--- config.mk ---
export PLATFORM = sky130hd
export DESIGN_NAME = spad_stage
export DESIGN_NICKNAME = d
export VERILOG_FILES = /design/src/rtl/spad_pkg.sv /design/src/rtl/spad_addr_norm.sv /design/src/rtl/spad_crc.sv /design/src/rtl/spad_mem.sv /design/src/rtl/spad_stage.sv
export SDC_FILE = /design/constraint.sdc
export NUM_CORES = 1
export LEC_CHECK = 0
export BUFFER_PORTS_ARGS = -buffer_cell sky130_fd_sc_hd__buf_2
export CELL_PAD_IN_SITES_DETAIL_PLACEMENT = 1
export CELL_PAD_IN_SITES_GLOBAL_PLACEMENT = 1
export CORE_MARGIN = 4
export CORE_UTILIZATION = 55
export DETAILED_ROUTE_END_ITERATION = 6
export GPL_TIMING_DRIVEN = 0
export PLACE_DENSITY_LB_ADDON = 0.15
export SYNTH_ARGS = -nofsm -noshare
export SYNTH_HDL_FRONTEND = slang
export SYNTH_SLANG_ARGS = --single-unit
export TNS_END_PERCENT = 10
--- constraint.sdc ---
create_clock -name clk -period 3.99 [get_ports clk]
set_input_delay 0.399 -clock clk [delete_from_list [all_inputs] [get_ports clk]]
set_output_delay 0.399 -clock clk [all_outputs]
set_load 0.02 [all_outputs]
--- src/rtl/spad_pkg.sv ---
package spad_pkg;

  localparam logic [7:0] OP_WRITE  = 8'h0F;
  localparam logic [7:0] OP_READ   = 8'hAA;
  localparam logic [7:0] IDLE_BYTE = 8'hFF;

  typedef enum logic [3:0] {
    S_CMD, S_IGN, S_WTA1, S_WTA2, S_WDAT,
    S_RTA1, S_RTA2, S_RES, S_RDAT, S_CRC0, S_CRC1
  } sp_state_e;

  // Reflected CRC16, polynomial x^16+x^15+x^2+1, LSB first.
  function automatic logic [15:0] crc16_step(input logic [15:0] c, input logic [7:0] d);
    logic [15:0] r;
    r = c;
    for (int i = 0; i < 8; i++) begin
      if (r[0] ^ d[i]) r = (r >> 1) ^ 16'hA001;
      else             r = r >> 1;
    end
    return r;
  endfunction

endpackage

--- src/rtl/spad_addr_norm.sv ---
module spad_addr_norm #(
  parameter int          USER_AW  = 15,
  parameter logic [15:0] PW_BASE  = 16'h7FC0,
  parameter int          PW_BYTES = 16,
  parameter int          PW_ALIGN = 8
) (
  input  logic [15:0] raw,
  output logic [15:0] norm
);
  localparam int          AL     = $clog2(PW_ALIGN);
  localparam logic [15:0] MASK   = 16'((32'h1 << USER_AW) - 1);
  localparam logic [15:0] PW_END = 16'(PW_BASE + PW_BYTES);

  logic [15:0] masked;
  logic        in_pw;

  always_comb begin
    masked = raw & MASK;
    in_pw  = (masked >= PW_BASE) && (masked < PW_END);
    norm   = in_pw ? {masked[15:AL], {AL{1'b0}}} : masked;
  end
endmodule

--- src/rtl/spad_crc.sv ---
module spad_crc
  import spad_pkg::*;
(
  input  logic        clk,
  input  logic        rst_n,
  input  logic        clr,
  input  logic        upd,
  input  logic [7:0]  din,
  output logic [15:0] crc
);
  logic [15:0] crc_q, crc_d, base;

  always_comb begin
    base  = clr ? 16'h0000 : crc_q;
    crc_d = crc_q;
    if (upd) crc_d = crc16_step(base, din);
  end

  always_ff @(posedge clk or negedge rst_n) begin
    if (!rst_n)          crc_q <= 16'h0000;
    else if (upd || clr) crc_q <= crc_d;
  end

  assign crc = crc_q;
endmodule

--- src/rtl/spad_mem.sv ---
module spad_mem #(
  parameter int DEPTH = 64,
  parameter int DW    = 8,
  localparam int AW   = $clog2(DEPTH)
) (
  input  logic          clk,
  input  logic          we,
  input  logic [AW-1:0] waddr,
  input  logic [DW-1:0] wdata,
  input  logic [AW-1:0] ra0,
  output logic [DW-1:0] rd0,
  input  logic [AW-1:0] ra1,
  output logic [DW-1:0] rd1
);
  logic [DW-1:0] mem [DEPTH];

  for (genvar g = 0; g < DEPTH; g++) begin : g_cell
    always_ff @(posedge clk) begin
      if (we && (waddr == AW'(g))) mem[g] <= wdata;
    end
  end

  assign rd0 = mem[ra0];
  assign rd1 = mem[ra1];
endmodule

--- src/rtl/spad_stage.sv ---
module spad_stage
  import spad_pkg::*;
#(
  parameter int          DEPTH    = 64,
  parameter int          USER_AW  = 15,
  parameter logic [15:0] PW_BASE  = 16'h7FC0,
  parameter int          PW_BYTES = 16,
  parameter int          PW_ALIGN = 8,
  localparam int         OW       = $clog2(DEPTH)
) (
  input  logic          clk,
  input  logic          rst_n,
  input  logic          frame_start,
  input  logic          rx_valid,
  input  logic [7:0]    rx_byte,
  input  logic          rx_partial,
  input  logic          tx_req,
  output logic [7:0]    tx_byte,
  input  logic          pwr_lost,
  input  logic          aa_set,
  output logic [15:0]   ta_out,
  output logic [OW+1:0] es_out,
  input  logic [OW-1:0] cp_addr,
  output logic [7:0]    cp_data
);
  localparam logic [OW-1:0] LAST = OW'(DEPTH - 1);

  // reset: asserted asynchronously, released on a clock edge
  logic rst_m, rst_sn;
  always_ff @(posedge clk or negedge rst_n) begin
    if (!rst_n) begin
      rst_m  <= 1'b0;
      rst_sn <= 1'b0;
    end else begin
      rst_m  <= 1'b1;
      rst_sn <= rst_m;
    end
  end

  sp_state_e     st_q, st_d;
  logic [15:0]   ta_q, ta_d;
  logic [7:0]    ta1_q, ta1_d;
  logic [OW-1:0] off_q, off_d, end_q, end_d;
  logic          aa_q, aa_d, pf_q, pf_d;

  logic          crc_clr, crc_upd;
  logic [7:0]    crc_din;
  logic [15:0]   crc;
  logic          mem_we;
  logic [7:0]    rd_data;
  logic [15:0]   ta_norm;

  spad_addr_norm #(
    .USER_AW(USER_AW), .PW_BASE(PW_BASE), .PW_BYTES(PW_BYTES), .PW_ALIGN(PW_ALIGN)
  ) u_norm (
    .raw ({rx_byte, ta1_q}),
    .norm(ta_norm)
  );

  spad_crc u_crc (
    .clk(clk), .rst_n(rst_sn), .clr(crc_clr), .upd(crc_upd), .din(crc_din), .crc(crc)
  );

  spad_mem #(.DEPTH(DEPTH), .DW(8)) u_mem (
    .clk(clk), .we(mem_we), .waddr(off_q), .wdata(rx_byte),
    .ra0(off_q), .rd0(rd_data), .ra1(cp_addr), .rd1(cp_data)
  );

  assign es_out = {aa_q, pf_q, end_q};
  assign ta_out = ta_q;

  // byte offered to the master in each state
  always_comb begin
    case (st_q)
      S_RTA1:  tx_byte = ta_q[7:0];
      S_RTA2:  tx_byte = ta_q[15:8];
      S_RES:   tx_byte = {aa_q, pf_q, end_q};
      S_RDAT:  tx_byte = rd_data;
      S_CRC0:  tx_byte = ~crc[7:0];
      S_CRC1:  tx_byte = ~crc[15:8];
      default: tx_byte = IDLE_BYTE;
    endcase
  end

  // next-state logic
  always_comb begin
    st_d    = st_q;
    ta_d    = ta_q;
    ta1_d   = ta1_q;
    off_d   = off_q;
    end_d   = end_q;
    aa_d    = aa_q;
    pf_d    = pf_q;
    crc_clr = 1'b0;
    crc_upd = 1'b0;
    crc_din = rx_byte;
    mem_we  = 1'b0;

    if (aa_set) aa_d = 1'b1;

    if (frame_start) begin
      st_d = S_CMD;
    end else begin
      case (st_q)
        S_CMD: begin
          if (rx_valid) begin
            if (rx_byte == OP_WRITE) begin
              crc_clr = 1'b1;
              crc_upd = 1'b1;
              aa_d    = 1'b0;
              pf_d    = 1'b0;
              st_d    = S_WTA1;
            end else if (rx_byte == OP_READ) begin
              crc_clr = 1'b1;
              crc_upd = 1'b1;
              st_d    = S_RTA1;
            end else begin
              st_d = S_IGN;
            end
          end else if (rx_partial) begin
            st_d = S_IGN;
          end
        end
        S_WTA1, S_WTA2, S_WDAT: begin
          if (rx_partial) begin
            pf_d = 1'b1;
            st_d = S_IGN;
          end else if (rx_valid) begin
            crc_upd = 1'b1;
            if (st_q == S_WTA1) begin
              ta1_d = rx_byte;
              st_d  = S_WTA2;
            end else if (st_q == S_WTA2) begin
              ta_d  = ta_norm;
              off_d = ta_norm[OW-1:0];
              end_d = ta_norm[OW-1:0];
              st_d  = S_WDAT;
            end else begin
              mem_we = 1'b1;
              end_d  = off_q;
              if (off_q == LAST) st_d = S_CRC0;
              else               off_d = off_q + 1'b1;
            end
          end
        end
        S_RTA1, S_RTA2, S_RES, S_RDAT: begin
          if (tx_req) begin
            crc_upd = 1'b1;
            crc_din = tx_byte;
            case (st_q)
              S_RTA1: st_d = S_RTA2;
              S_RTA2: st_d = S_RES;
              S_RES: begin
                st_d  = S_RDAT;
                off_d = ta_q[OW-1:0];
              end
              default: begin
                if (off_q == LAST) st_d = S_CRC0;
                else               off_d = off_q + 1'b1;
              end
            endcase
          end
        end
        S_CRC0:  if (tx_req) st_d = S_CRC1;
        S_CRC1:  if (tx_req) st_d = S_IGN;
        default: st_d = st_q;
      endcase
    end

    if (pwr_lost) pf_d = 1'b1;
  end

  // registers
  always_ff @(posedge clk or negedge rst_sn) begin
    if (!rst_sn) begin
      st_q  <= S_CMD;
      ta_q  <= '0;
      ta1_q <= '0;
      off_q <= '0;
      end_q <= '0;
      aa_q  <= 1'b0;
      pf_q  <= 1'b0;
    end else begin
      st_q  <= st_d;
      ta_q  <= ta_d;
      ta1_q <= ta1_d;
      off_q <= off_d;
      end_q <= end_d;
      aa_q  <= aa_d;
      pf_q  <= pf_d;
    end
  end

  // checks next to the logic
  a_r8_pwr_sets_pf: assert property (@(posedge clk) disable iff (!rst_sn)
    pwr_lost |=> pf_q);

  a_r2_write_clears_flags: assert property (@(posedge clk) disable iff (!rst_sn)
    (st_q == S_CMD && rx_valid && rx_byte == OP_WRITE && !frame_start && !pwr_lost)
      |=> (!aa_q && !pf_q));

  a_r3_pw_aligned: assert property (@(posedge clk) disable iff (!rst_sn)
    (ta_q >= PW_BASE && ta_q < 16'(PW_BASE + PW_BYTES)) |-> (ta_q[2:0] == 3'b000));

  a_r7_status_stable_in_read: assert property (@(posedge clk) disable iff (!rst_sn)
    ((st_q == S_RTA1 || st_q == S_RTA2 || st_q == S_RES || st_q == S_RDAT)
      && !pwr_lost && !aa_set) |=> $stable(es_out));

  a_r4_end_follows_ptr: assert property (@(posedge clk) disable iff (!rst_sn)
    (st_q == S_WDAT && rx_valid && !rx_partial && !frame_start)
      |=> (end_q == $past(off_q)));

  a_r7_crc_after_last: assert property (@(posedge clk) disable iff (!rst_sn)
    (st_q == S_RDAT && tx_req && off_q == LAST && !frame_start) |=> (st_q == S_CRC0));

endmodule

---- After elaboration in Yosys (flattened, before gate mapping) ----
Memories as Yosys holds them, arrays and structs flattened.
Index checks and enable logic that the tools add are counted.
cells by class
  $add $sub $neg .......................... 1
  order comparisons ....................... 2
  equal/unequal tests ..................... 88
  mux-type cells .......................... 389
  bitwise gates (word level) .............. 21
  reduce and logical (&&, ||, !) cells .... 144
operators by type and width
  operator                                                          number
  8-bit 2-to-1 mux                                                  66
  8-bit OR reduction                                                63
  6-bit 2-to-1 mux                                                  70
  16-bit 2-to-1 mux                                                 16
  1-bit 2-to-1 mux                                                  216
  6-bit == test (second input constant)                             32
  6-bit by 5-bit == test with 1-bit output (second input constant)  16
  1-bit logical AND                                                 65
  6-bit by 4-bit == test with 1-bit output (second input constant)  8
  8-bit case mux with 6 select lines                                1
  4-bit 2-to-1 mux                                                  11
  6-bit by 3-bit == test with 1-bit output (second input constant)  4
  2-bit NOT with 3-bit output                                       8
  6-bit case mux with 2 select lines                                2
  4-bit case mux with 5 select lines                                1
  3-bit inequality test (second input constant)                     6
  4-bit by 3-bit == test with 1-bit output (second input constant)  4
  8-bit NOT                                                         2
  15-bit >= comparator (second input constant)                      1
  15-bit less-than comparator (second input constant)               1
  5-bit AND reduction                                               3
  4-bit == test (second input constant)                             3
  6-bit by 2-bit == test with 1-bit output (second input constant)  2
  4-bit case mux with 3 select lines                                1
  other kinds (25)                                                  43
word-level totals
  flip-flop bits (word level) ............. 59
  memory bits (writable) .................. 512
  bits of input ports ..................... 22
  logic and storage cells ................. 656
  memories kept ........................... 1
memory list
  memory     depth  width  rd ports  clocked after Yosys merged registers in  write ports  line            text
  u_mem.mem  64     8      2         0                                        1            spad_mem.sv:15  logic [DW-1:0] mem [DEPTH];

---- Logic depth before layout (Yosys ltp) ----
Gate-level depths: netlist of run 1.
  depth in word-level cells ............... 74
  gate-level depth with buffers ........... 15
  gate-level depth less buffers ........... 10

---- Cells and area by module ----
A second synthesis of run 1 with hierarchy kept.
unflattened totals
  cell total of the unflattened synthesis .. 1647
  area total of the unflattened synthesis .. 28184.5 µm²
by module, submodules not included
  module          instances  cells an instance  area each (µm²)
  spad_mem        1          1198               23969.2
  spad_stage      1          336                3093.0
  spad_crc        1          90                 963.4
  spad_addr_norm  1          23                 158.9

---- Worst setup path before layout of run 1 ----
No wires, ideal clock.
  path kind ............................... input -> output
  start ................................... in cp_addr[0]
  end ..................................... out cp_data[0]
  arrival ................................. 2.998 ns
  data required time ...................... 3.591 ns
  slack ................................... 0.593 ns
  cell stages on the path ................. 5
  path through ............................ clkbuf_1 buf_1 mux4_2 mux4_2 mux4_2
between the ends
  word-level cells in the longest chain between the ends .. 1
ends and longest elaborated chain
  element                 line              text
  start: declaration      spad_stage.sv:23  input logic [OW-1:0] cp_addr,
  memory read 64 x 8 bit  --
  end: declaration        spad_stage.sv:24  output logic [7:0] cp_data
No other way between the ends.

---- Worst setup path in the final report of run 1 ----
  start ................................... reg off_q[0]
  end ..................................... reg u_crc.crc_q[0] (netlist: u_crc.crc[0])
between the ends
  word-level cells in the longest chain between the ends .. 28
ends and longest elaborated chain
  element                                 line               text
  start: declaration                      spad_stage.sv:43   logic [OW-1:0] off_q, off_d, end_q, end_d;
  start signal: assignment                spad_stage.sv:179  off_q <= '0;
  start signal: assignment                spad_stage.sv:187  off_q <= off_d;
  memory read 64 x 8 bit (*)              --
  8-bit case mux with 6 select lines (*)  spad_stage.sv:74   case (st_q)
  8-bit 2-to-1 mux (*)                    spad_stage.sv:147  if (tx_req) begin
  8-bit 2-to-1 mux (*)                    spad_stage.sv:104  case (st_q)
  8-bit 2-to-1 mux (*)                    spad_stage.sv:101  if (frame_start) begin
  1-bit XOR                               spad_pkg.sv:17     if (r[0] ^ d[i]) r = (r >> 1) ^ 16'hA001;
  16-bit 2-to-1 mux                       spad_pkg.sv:17
  16-bit 2-to-1 mux                       spad_crc.sv:16     if (upd) crc_d = crc16_step(base, din);
  [... 12 more ...]                       --
  1-bit XOR                               spad_pkg.sv:17
  16-bit 2-to-1 mux                       spad_pkg.sv:17
  16-bit 2-to-1 mux                       spad_crc.sv:16
  1-bit XOR                               spad_pkg.sv:17
  16-bit 2-to-1 mux                       spad_pkg.sv:17
  16-bit 2-to-1 mux                       spad_crc.sv:16
  1-bit XOR (*)                           spad_pkg.sv:17
  16-bit 2-to-1 mux (*)                   spad_pkg.sv:17
  end signal: assignment                  spad_crc.sv:21     else if (upd || clr) crc_q <= crc_d;
  end: declaration                        spad_crc.sv:11     logic [15:0] crc_q, crc_d, base;
Every way passes the cells marked *; elsewhere a longest branch is shown, timed or not. The select of a mux whose other input is x is not followed.
A chain may end at the register's enable or synchronous reset.

==> impl_metrics.csv, run 1 <==
group,metric,value,unit
sta,fmax,236,MHz
power_and_ir_drop,max-vdd-ir-drop,0.428,mV
logic_synthesis,synth-seq-cells,571,
clock_tree,cts-root-buf,"clkbuf_16",
place,globalplace.congestion,0.977,
clock_tree,clkTransAtPathRegs,0.06,ns
routing,vias_per_cell,7.48,
logic_synthesis,ys.flop_type,"edfxtp_1",
grt,grt_pass1_wl,142000,microns
place,detailed_place_hpwl,69300,microns
power_and_ir_drop,pwr_density_cell,431,nW/um^2
sta,relSlewSlack,0.0692,
logic_synthesis,ys_async_sr_fraction,0.103,
routing,drc,0,
routing,dr.pass1.iters,5,
sta,hold_viol_final,0,
sta,skew,0.0149,ns
worst_setup_path,endpoint_kind,"register",
worst_setup_path,arrival,4.75,ns
worst_setup_path,worstSetupPathType,"reg -> reg",
logic_synthesis,post-synth-top-area-fraction,0.549,
sta,fin_ws,-0.239,ns
logic_synthesis,synth_cells,1631,
routing,vias,18574,
worst_setup_path,critPathMaxFanout,10,
routing,routed_wl,101000,microns
clock_tree,clk_latency,0.64,ns
floorplan,start_util,0.557,
logic_synthesis,syn-num-nets,1657,
routing,wl_per_cell,40.8,microns
worst_setup_path,start_kind,"register",
logic_synthesis,post_synth.cell_area_avg,17.2,sq um
place,post-place-ws,-1.20,ns
clock_tree,cts.path.max_buffers,3,
place,io_buffers,54,
finish,area_delta_synth_final,13.0,%
logic_synthesis,yosys_warnings,0,
floorplan,rows,82,
clock_tree,htree_num_levels,2,
grt,globalRouteTotalUtil,0.375,
place,dp.cells,2358,
power_and_ir_drop,p_leak,10.1,nW
run_status,status,"finished with violations",
sta,final.min_clock_period,4.23,ns
worst_hold_path,hp-class,"in -> async",
clock_tree,cts.sinks,571,
logic_synthesis,seq_area_frac_synth,0.602,
logic_synthesis,synth_area_leader_cell,"edfxtp_1",
logic_synthesis,synth_edf_count,512,
run,cap_viol_max_count,0,
finish,final_common_cell,"edfxtp_1",
clock_tree,numCtsBuffers,59,
logic_synthesis,synth_area,28000,sq um
finish,instances_no_fill,2482,
grt,grt_pass1_vias,18648,
finish,nets,1788,
floorplan,core,50300,sq um
routing,postRouteAntennaNets,0,
sta,max_slew.worst_pin.slew,1.40,ns
floorplan,fp.dieH,234,microns
sta,min_period_over_period,1.06,
grt,antenna_found_initial,2,
finish,fillCellCount,4437,
finish,layout_common_cells,"edfxtp_1, mux4_2, nor2_1",
sta,rsz0062_at_grt,"yes",
floorplan,fp.dieW,234,microns
finish,final_layout_size_suffix_gt1_frac,0.315,
worst_setup_path,cp.required,4.51,ns
logic_synthesis,synthTopCellsByArea,"edfxtp_1, mux4_2, dfrtp_1, mux2i_1, nor2_1",
grt,grt_max_degree,71,
logic_synthesis,yosys.cell_types.count,90,
clock_tree,cts_tree,"yes",
floorplan,fp.dieArea,54600,sq um
floorplan,io_pins,62,
sta,slew_violations,0,
sta,finalSetupViolations,13,
routing,dr.first_iter.drc_count,3014,
grt,gr-total-overflow,0,
run_status,violations,"setup timing",
## logic make-up after synthesis
| logic type | Yosys count | share of synthesized area |
|---|---|---|
| DFF | 571 | 0.602 |
| other | 2 | 0.000268 |
| AOI/OAI and AO/OA | 228 | 0.0577 |
| xor gates and xnor gates | 24 | 0.0111 |
| muxes | 386 | 0.252 |
| adders and majority gates | 4 | 0.00179 |
| buffers and inverters | 129 | 0.0271 |
| and+or+nand+nor | 287 | 0.0483 |
## path summary, 6_finish.rpt
path                              from            to  slack, ns  cells past startpoint
min                              rst_n        rst_sn       0.09                      2
max                           off_q[0]  u_crc.crc[0]      -0.24                     12
min reg2reg                     rst_sn     ta_out[0]       0.27                      0
min in group clk           frame_start          aa_q       0.25                      4
max reg2reg                   off_q[0]  u_crc.crc[0]      -0.24                     12
max in group asynchronous       rst_sn      end_q[4]       3.10                      1
## registers in the layout (all words and copies together), names as in the netlist, 4 cells and up
| name | cells |
|---|---|
| ta_out | 15 |
| ta1_q | 8 |
| st_q | 4 |
| u_crc.crc | 16 |
| u_mem.mem | 512 |
| off_q | 6 |
| end_q | 6 |
## metal layers
metal,track usage,part of all wire,up-vias
li1,-,-,7021
met1,0.499,0.35,9744
met2,0.568,0.46,1521
met3,0.119,0.13,286
met4,0.176,0.058,2
met5,0,0.00017,-
## layout make-up
| type | instances | area (sq um) | share of cell area |
|---|---|---|---|
| inverters | 13 | 56.3 | 0.00178 |
| well taps | 672 | 841 | 0.0266 |
| plain buffers | 116 | 936 | 0.0296 |
| flip-flops and latches | 571 | 16900 | 0.532 |
| clock buffers | 72 | 1560 | 0.0492 |
| diodes | 1 | 2.50 | 0.0000791 |
| repair buffers | 70 | 438 | 0.0138 |
| multi-input cells | 931 | 10600 | 0.336 |
| clock inverters | 36 | 323 | 0.0102 |
## cells in the mapped netlist, drive strengths merged, types with 3 or more instances
master / number
edfxtp: 512
mux4: 251
nor2: 110
mux2i: 97
nand2: 81
buf: 66
dfrtp: 59
clkbuf: 50
a21oi: 47
a22oi: 43
o21ai: 42
mux2: 38
nand3: 24
nor2b: 14
a31oi: 13
inv: 12
nand2b: 12
o221ai: 12
a221oi: 11
xnor2: 11
a22o: 10
o22ai: 10
xor2: 10
nand3b: 7
nor3: 7
o211ai: 7
a211oi: 6
and2: 5
nand4: 5
o31ai: 5
ha: 4
o311ai: 4
and3: 3
nor4b: 3
o22a: 3
o41ai: 3
## worst max-delay path, cell delays in order, from the launching register on
cell and delay, ns:
dfrtp_2 0.45, buf_6 0.21, nor2b_2 0.38, buf_2 0.49, a22oi_1 0.18, a31oi_2 0.41, a21oi_1 0.21, a21o_1 0.25
a211oi_2 0.33, xnor2_2 0.21, xor3_2 0.52, xnor3_1 0.21, mux2_4 0.27
## power breakdown
part,internal [mW],switching [mW]
Sequential,6.55,0.0465
Combinational,0.593,0.908
Clock,3.14,2.40
## metrics by stage
| step | area (sq um) | utilization | hold WS [ns] | TNS (ns) | power, mW |
|---|---|---|---|---|---|
| 2_1_floorplan | 28000 | - | 0.103 | 0 | 7.56 |
| 3_3_place_gp | 29100 | 0.579 | 0.184 | -19.89 | 8.08 |
| 3_5_place_dp | 29100 | 0.580 | 0.192 | -22.75 | 8.11 |
| 4_1_cts | 31600 | 0.628 | 0.0653 | -0.0707 | 13.6 |
| 5_1_grt | 31600 | 0.630 | 0.0775 | -0.813 | 13.9 |
| 6_report | 31700 | 0.630 | 0.0909 | -1.10 | 13.6 |
## timing repair
item / CTS / global route
setup buffers: 11 / 0
endpoints found under the setup margin: 154 / 31
hold endpoints to repair: 4 / 0
resized for setup: 109 / 15
hold buffers: 3 / 0
pin swaps: 9 / 4
(Power assumes the default switching activity.)
==> inputs of run 2 (changes only) <==
--- a/config.mk
+++ b/config.mk
@@ -9,10 +9,11 @@
 export CELL_PAD_IN_SITES_DETAIL_PLACEMENT = 1
 export CELL_PAD_IN_SITES_GLOBAL_PLACEMENT = 1
 export CORE_MARGIN = 4
-export CORE_UTILIZATION = 55
+export CORE_UTILIZATION = 59
 export DETAILED_ROUTE_END_ITERATION = 6
 export GPL_TIMING_DRIVEN = 0
 export PLACE_DENSITY_LB_ADDON = 0.15
+export SETUP_SLACK_MARGIN = 0.5
 export SYNTH_ARGS = -nofsm -noshare
 export SYNTH_HDL_FRONTEND = slang
 export SYNTH_SLANG_ARGS = --single-unit
==> constraint.sdc (replaced) <==
create_clock -name clk -period 5.47 [get_ports clk]
set_input_delay 0.547 -clock clk [delete_from_list [all_inputs] [get_ports clk]]
set_output_delay 0.547 -clock clk [all_outputs]
set_load 0.02 [all_outputs]
==> run 2 against run 1 <==
The flow now finishes without violations. Register-to-register slack gained 0.80 ns. Die area decreased by 6.6%. Critical path depth decreased by 3. Worst setup slack improved by 0.77 ns. Flip-flop and latch count unchanged. Critical path type is now reg -> out. Critical endpoint is now tx_byte[7].
==> impl_metrics.csv, run 2 (same netlist as run 1, synthesis figures left out) <==
group,metric,value,unit
finish,instances_no_fill,2401,
floorplan,rows,79,
sta,fin_ws,0.527,ns
clock_tree,clkTransAtPathRegs,0.06,ns
place,io_buffers,54,
power_and_ir_drop,total_power,9.76,mW
sta,rsz0062_at_grt,"no",
sta,relSlewSlack,0.126,
worst_setup_path,r2r_cells,13,
finish,area_delta_synth_final,10.4,%
routing,routed_wl,101000,microns
worst_hold_path,hp-start,"pwr_lost",
place,dp.cells,2293,
place,globalplace.congestion,0.986,
routing,wl_per_cell,42.1,microns
sta,hold_viol_final,0,
floorplan,io_pins,62,
floorplan,fp.dieH,226,microns
worst_hold_path,min_path_cells,2,
finish,seq_area,16900,sq um
worst_hold_path,min_delay_worst_endpoint,"pf_q",
sta,min_period_over_period,0.904,
clock_tree,cts_tree,"yes",
run_status,status,"finished, final reports clean",
routing,postRouteAntennaNets,0,
grt,globalRouteTotalUtil,0.402,
worst_setup_path,worstSetupPathType,"reg -> out",
clock_tree,cts.sinks,571,
clock_tree,htree_num_levels,2,
sta,final.min_clock_period,4.94,ns
sta,max_slew.worst_pin.slew,1.31,ns
floorplan,core,46800,sq um
grt,grt_pass1_vias,18971,
sta,setup-tns-final,0,ns
grt,antenna_found_initial,3,
worst_setup_path,critPathMaxFanout,11,
worst_setup_path,rr_startpoint,"off_q[3]",
sta,slew_violations,0,
finish,final_layout_size_suffix_gt1_frac,0.278,
finish,multi_input_area,10400,sq um
worst_setup_path,endpoint_kind,"output port",
clock_tree,numCtsBuffers,58,
worst_hold_path,hp-class,"in -> reg",
clock_tree,cts-root-buf,"clkbuf_16",
routing,dr.pass1.iters,6,
worst_setup_path,arrival,4.40,ns
finish,largest_reg_flops,512,
worst_setup_path,start_kind,"register",
grt,grt_max_degree,71,
clock_tree,cts.path.max_buffers,3,
sta,skew,0.0176,ns
run,cap_viol_max_count,0,
power_and_ir_drop,pwr_density_cell,316,nW/um^2
power_and_ir_drop,p_leak,9.80,nW
finish,layout_common_cells,"edfxtp_1, mux4_2, nor2_1",
routing,vias,18813,
floorplan,start_util,0.599,
routing,drc,0,
grt,gr-total-overflow,0,
finish,nets,1774,
worst_setup_path,r2r_end,"u_crc.crc[0]",
place,post-place-ws,0.544,ns
worst_setup_path,cp.required,4.92,ns
grt,grt_pass1_wl,143000,microns
finish,fillCellCount,3990,
floorplan,fp.dieArea,51000,sq um
floorplan,fp.dieW,226,microns
sta,finalSetupViolations,0,
worst_setup_path,reg2reg_slack,0.56,ns
place,detailed_place_hpwl,70000,microns
finish,regMostFlops,"u_mem.mem",
routing,dr.first_iter.drc_count,3229,
power_and_ir_drop,max-vdd-ir-drop,0.274,mV
sta,fmax,202,MHz
finish,final_common_cell,"edfxtp_1",
sta,holdWs,0.113,ns
clock_tree,clk_latency,0.63,ns
routing,vias_per_cell,7.84,
-- run 2: worst max path at each step --
stage / slack, ns / cells past startpoint / startpoint / to
floorplan: 1.78 / 5 / cp_addr[0] / cp_data[0]
detailed placement: 0.54 / 12 / off_q[3] / u_crc.crc[0]
CTS: 0.59 / 9 / off_q[0] / tx_byte[7]
finish: 0.53 / 9 / off_q[0] / tx_byte[7]
global route: 0.55 / 9 / off_q[0] / tx_byte[7]
global placement: 0.60 / 12 / off_q[3] / u_crc.crc[0]
-- run 2: worst max-delay path, stage by stage (launching register included) --
cell and delay, ns:
dfrtp_2 0.57, buf_6 0.29, buf_6 0.32, buf_6 0.30, buf_2 0.53, mux4_2 0.59
a211oi_1 0.53, o41ai_2 0.22, nand2b_1 0.19, buf_2 0.19
-- run 2: layout make-up --
type / instances / area share
timing repair buffer: 57 / 0.0105
multi-input combinational: 931 / 0.337
antenna: 2 / 0.000162
buffer: 116 / 0.0229
inverter: 13 / 0.00166
sequential: 571 / 0.545
tap: 607 / 0.0246
clock buffer: 75 / 0.0497
clock inverter: 29 / 0.00850
-- run 2: metrics by stage --
step / instance area, sq um / utilization
detailed placement: 29100 / 0.621
floorplan: 28000 / -
global placement: 29000 / 0.621
CTS: 30900 / 0.660
finish: 30900 / 0.661
global route: 30900 / 0.661
-- run 2: power by group --
group	total (mW)	switching [mW]	internal (mW)
Combinational	1.05	0.649	0.403
Sequential	4.82	0.0379	4.78
Clock	3.89	1.69	2.20
-- run 2: timing repair --
action,CTS,global route
buffers inserted,0,0
pin swaps,0,0
hold endpoints to repair,2,0
resized for setup,3,3
endpoints found under the setup margin,2,3
gates cloned,0,0
hold buffers,1,0
-- run 2: layer usage --
layer / global-route usage / share of wire
met1: 0.535 / 0.34
met2: 0.605 / 0.45
met3: 0.131 / 0.14
met4: 0.201 / 0.067
met5: 0.0190 / 0.0016
==> inputs of run 3 (changes only) <==
--- a/config.mk
+++ b/config.mk
@@ -16,5 +16,6 @@
 export SETUP_SLACK_MARGIN = 0.5
 export SYNTH_ARGS = -nofsm -noshare
 export SYNTH_HDL_FRONTEND = slang
+export SYNTH_HIERARCHICAL = 1
 export SYNTH_SLANG_ARGS = --single-unit
 export TNS_END_PERCENT = 10
==> run 3 against run 2 <==
Design area rose by 2.5%. Clock skew fell by 0.00057 ns. Global-route usage down 2.5 points. Largest power group is now combinational cells. Clock power increased by 6.2%.
==> impl_metrics.csv, run 3 <==
group,metric,value,unit
worst_setup_path,critPathMaxFanout,10,
place,globalplace.congestion,0.936,
sta,relSlewSlack,0.103,
logic_synthesis,ys.flop_type,"edfxtp_1",
power_and_ir_drop,seq_power_share,0.355,
sta,holdWs,0.136,ns
finish,final_layout_size_suffix_gt1_frac,0.333,
clock_tree,clk_latency,0.63,ns
grt,antenna_found_initial,5,
clock_tree,htree_num_levels,2,
logic_synthesis,synth_area_leader_cell,"edfxtp_1",
run_status,status,"finished, final reports clean",
finish,instances_no_fill,2424,
sta,fin_ws,0.512,ns
grt,grt_pass1_vias,19061,
worst_setup_path,crit_chain,"buf_6 -> buf_12 -> buf_6 -> buf_6 -> mux4_2 -> mux2i_4 -> a21oi_1 -> o21ai_1 -> o21ai_1 -> nand2b_1 -> o21ai_0 -> a32o_1 -> a211oi_2 -> a21oi_1 -> xnor2_2 -> xnor3_1 -> xnor3_2 -> xnor3_1 -> mux2_4",
logic_synthesis,synth-seq-cells,572,
sta,finalSetupViolations,0,
worst_setup_path,arrival,5.47,ns
power_and_ir_drop,max-vdd-ir-drop,0.327,mV
sta,skew,0.0170,ns
worst_setup_path,path_common_cell,"buf_6",
logic_synthesis,synth_cells,1647,
logic_synthesis,yosys.cell_types.count,87,
clock_tree,numCtsBuffers,58,
power_and_ir_drop,swShare,0.342,
grt,grt_max_degree,72,
sta,min_period_over_period,0.906,
finish,area_delta_synth_final,12.4,%
clock_tree,cts_tree,"yes",
power_and_ir_drop,p_int,9.45,mW
logic_synthesis,seq_area_frac_synth,0.599,
finish,regMostFlops,"u_mem/mem",
routing,routed.top_layer,"met5",
floorplan,fp.dieArea,51300,sq um
finish,nets,1793,
place,detailed_place_hpwl,65100,microns
sta,hold_viol_final,0,
logic_synthesis,yosys_warnings,6,
logic_synthesis,synthTopCellsByArea,"edfxtp_1, mux4_2, dfrtp_1, mux2i_1, nor2_1",
routing,vias,18747,
sta,max_slew.worst_pin.slew,1.35,ns
clock_tree,cts.path.max_buffers,3,
sta,slew_violations,0,
routing,wl_met3,12200,microns
worst_setup_path,cpMaxStageDelayCell,"xnor3_1",
place,dp.cells,2310,
routing,routed_wl,94900,microns
clock_tree,cts-root-buf,"clkbuf_16",
floorplan,core,46900,sq um
finish,largest_reg_flops,512,
logic_synthesis,synth_edf_count,512,
worst_setup_path,start_kind,"register",
sta,rsz0062_at_grt,"no",
finish,layout_common_cells,"edfxtp_1, mux4_2, nor2_1",
worst_setup_path,crit_path_max_incr_delay,0.44,ns
routing,dr.pass1.iters,6,
run,cap_viol_max_count,0,
clock_tree,cts.sinks,572,
sta,fmax,202,MHz
floorplan,io_pins,62,
routing,m1WireLength,32900,microns
routing,vias_per_cell,7.73,
routing,postRouteAntennaNets,0,
finish,final_common_cell,"edfxtp_1",
grt,globalRouteTotalUtil,0.377,
floorplan,rows,79,
finish,postLayoutCoreUtil,0.676,
logic_synthesis,synth_area,28200,sq um
logic_synthesis,post-synth-top-area-fraction,0.546,
worst_setup_path,cp.required,5.98,ns
grt,grt_pass1_wl,137000,microns
place,post-place-ws,-1.12,ns
place,io_buffers,55,
worst_setup_path,worstSetupPathType,"reg -> reg",
worst_setup_path,crit_family,"compound AO/OA/AOI/OAI gates",
worst_setup_path,endpoint_kind,"register",
grt,gr-total-overflow,0,
floorplan,start_util,0.602,
floorplan,fp.dieH,227,microns
power_and_ir_drop,pwr-share-comb,0.357,
worst_setup_path,critPathBufInv,4,
routing,dr.first_iter.drc_count,2859,
logic_synthesis,ys_async_sr_fraction,0.105,
logic_synthesis,netlist_top_cells_count,"edfxtp_1, mux4_2, nor2_1",
routing,drc,0,
floorplan,fp.dieW,227,microns
power_and_ir_drop,clock_power_share,0.288,
logic_synthesis,yosysMostFrequentCell,"edfxtp_1",
routing,wl_met2,44300,microns
logic_synthesis,post_synth.cell_area_avg,17.1,sq um
power_and_ir_drop,net-switching-power,4.92,mW
clock_tree,clkTransAtPathRegs,0.07,ns
logic_synthesis,syn-num-nets,1670,
power_and_ir_drop,p_leak,10.3,nW
sta,setup-tns-final,0,ns
worst_hold_path,hp-class,"in -> reg",
routing,wl_per_cell,39.1,microns
power_and_ir_drop,pwr_density_cell,454,nW/um^2
sta,final.min_clock_period,4.96,ns
[run 3: worst register-to-register path: cells and delay by family, from the launching register on]
kind,cells,cell delay [ns]
XOR/XNOR,4,1.27
multiplexers,3,0.89
AND/OR/NAND/NOR,1,0.10
AO/OA/AOI/OAI,7,1.29
buffers and inverters,4,0.90
flip-flops,1,0.40
[run 3: power by group through the flow]
| stage | clock network (mW) | registers, mW | logic [mW] |
|---|---|---|---|
| floorplan | 0 | 5.17 | 2.93 |
| global placement | 0 | 5.22 | 4.42 |
| detailed placement | 0 | 5.23 | 4.56 |
| CTS | 4.17 | 5.10 | 4.86 |
| global route | 4.38 | 5.12 | 5.27 |
| finish | 4.13 | 5.11 | 5.13 |
[run 3: path summary, 6_finish.rpt]
check | start | end | slack, ns | depth (start not counted)
setup / recovery | off_q[1] | u_crc/crc[0] | 0.51 | 19
hold / removal | pwr_lost | pf_q | 0.14 | 2
setup reg to reg | off_q[1] | u_crc/crc[0] | 0.51 | 19
hold reg to reg | rst_sn | off_q[1] | 0.22 | 0
max in group asynchronous | rst_sn | ta_out[13] | 4.66 | 1
min in group asynchronous | rst_sn | off_q[1] | 0.22 | 0
[run 3: stage by stage]
step / instance area (sq um) / power, mW
2_1_floorplan: 28200 / 8.10
3_3_place_gp: 29200 / 9.64
3_5_place_dp: 29200 / 9.79
4_1_cts: 31500 / 14.1
5_1_grt: 31700 / 14.8
6_report: 31700 / 14.4
[run 3: layer usage]
metal | up-vias | track usage
met2 | 1609 | 0.589
met1 | 9718 | 0.506
li1 | 7062 | -
met4 | 6 | 0.161
met3 | 352 | 0.108
met5 | - | 0
[run 3: repair_timing]
| action | CTS | global route |
|---|---|---|
| cloned | 0 | 0 |
| resized for setup | 91 | 37 |
| endpoints found under the hold margin | 2 | 0 |
| hold buffers | 1 | 0 |
| buffers inserted | 4 | 1 |
| pin swaps | 2 | 2 |
| setup endpoints to repair | 19 | 2 |
[run 3: cell type report]
type	instances	area, sq um
Sequential cell	572	16900
Buffer	139	1010
Antenna cell	1	2.50
Inverter	17	63.8
Fill cell	4008	15200
Clock inverter	24	287
Timing Repair Buffer	63	378
Tap cell	607	759
Clock buffer	82	1700
Multi-Input combinational cell	919	10600
[run 3: logic make-up after synthesis]
family / share of synthesized area
flip-flops: 0.599
AO/OA/AOI/OAI: 0.0563
other: 0.000266
buffers and inverters: 0.0297
XOR/XNOR: 0.0105
adder cells (fa/ha/maj): 0.000444
AND/OR/NAND/NOR: 0.0468
multiplexers: 0.257
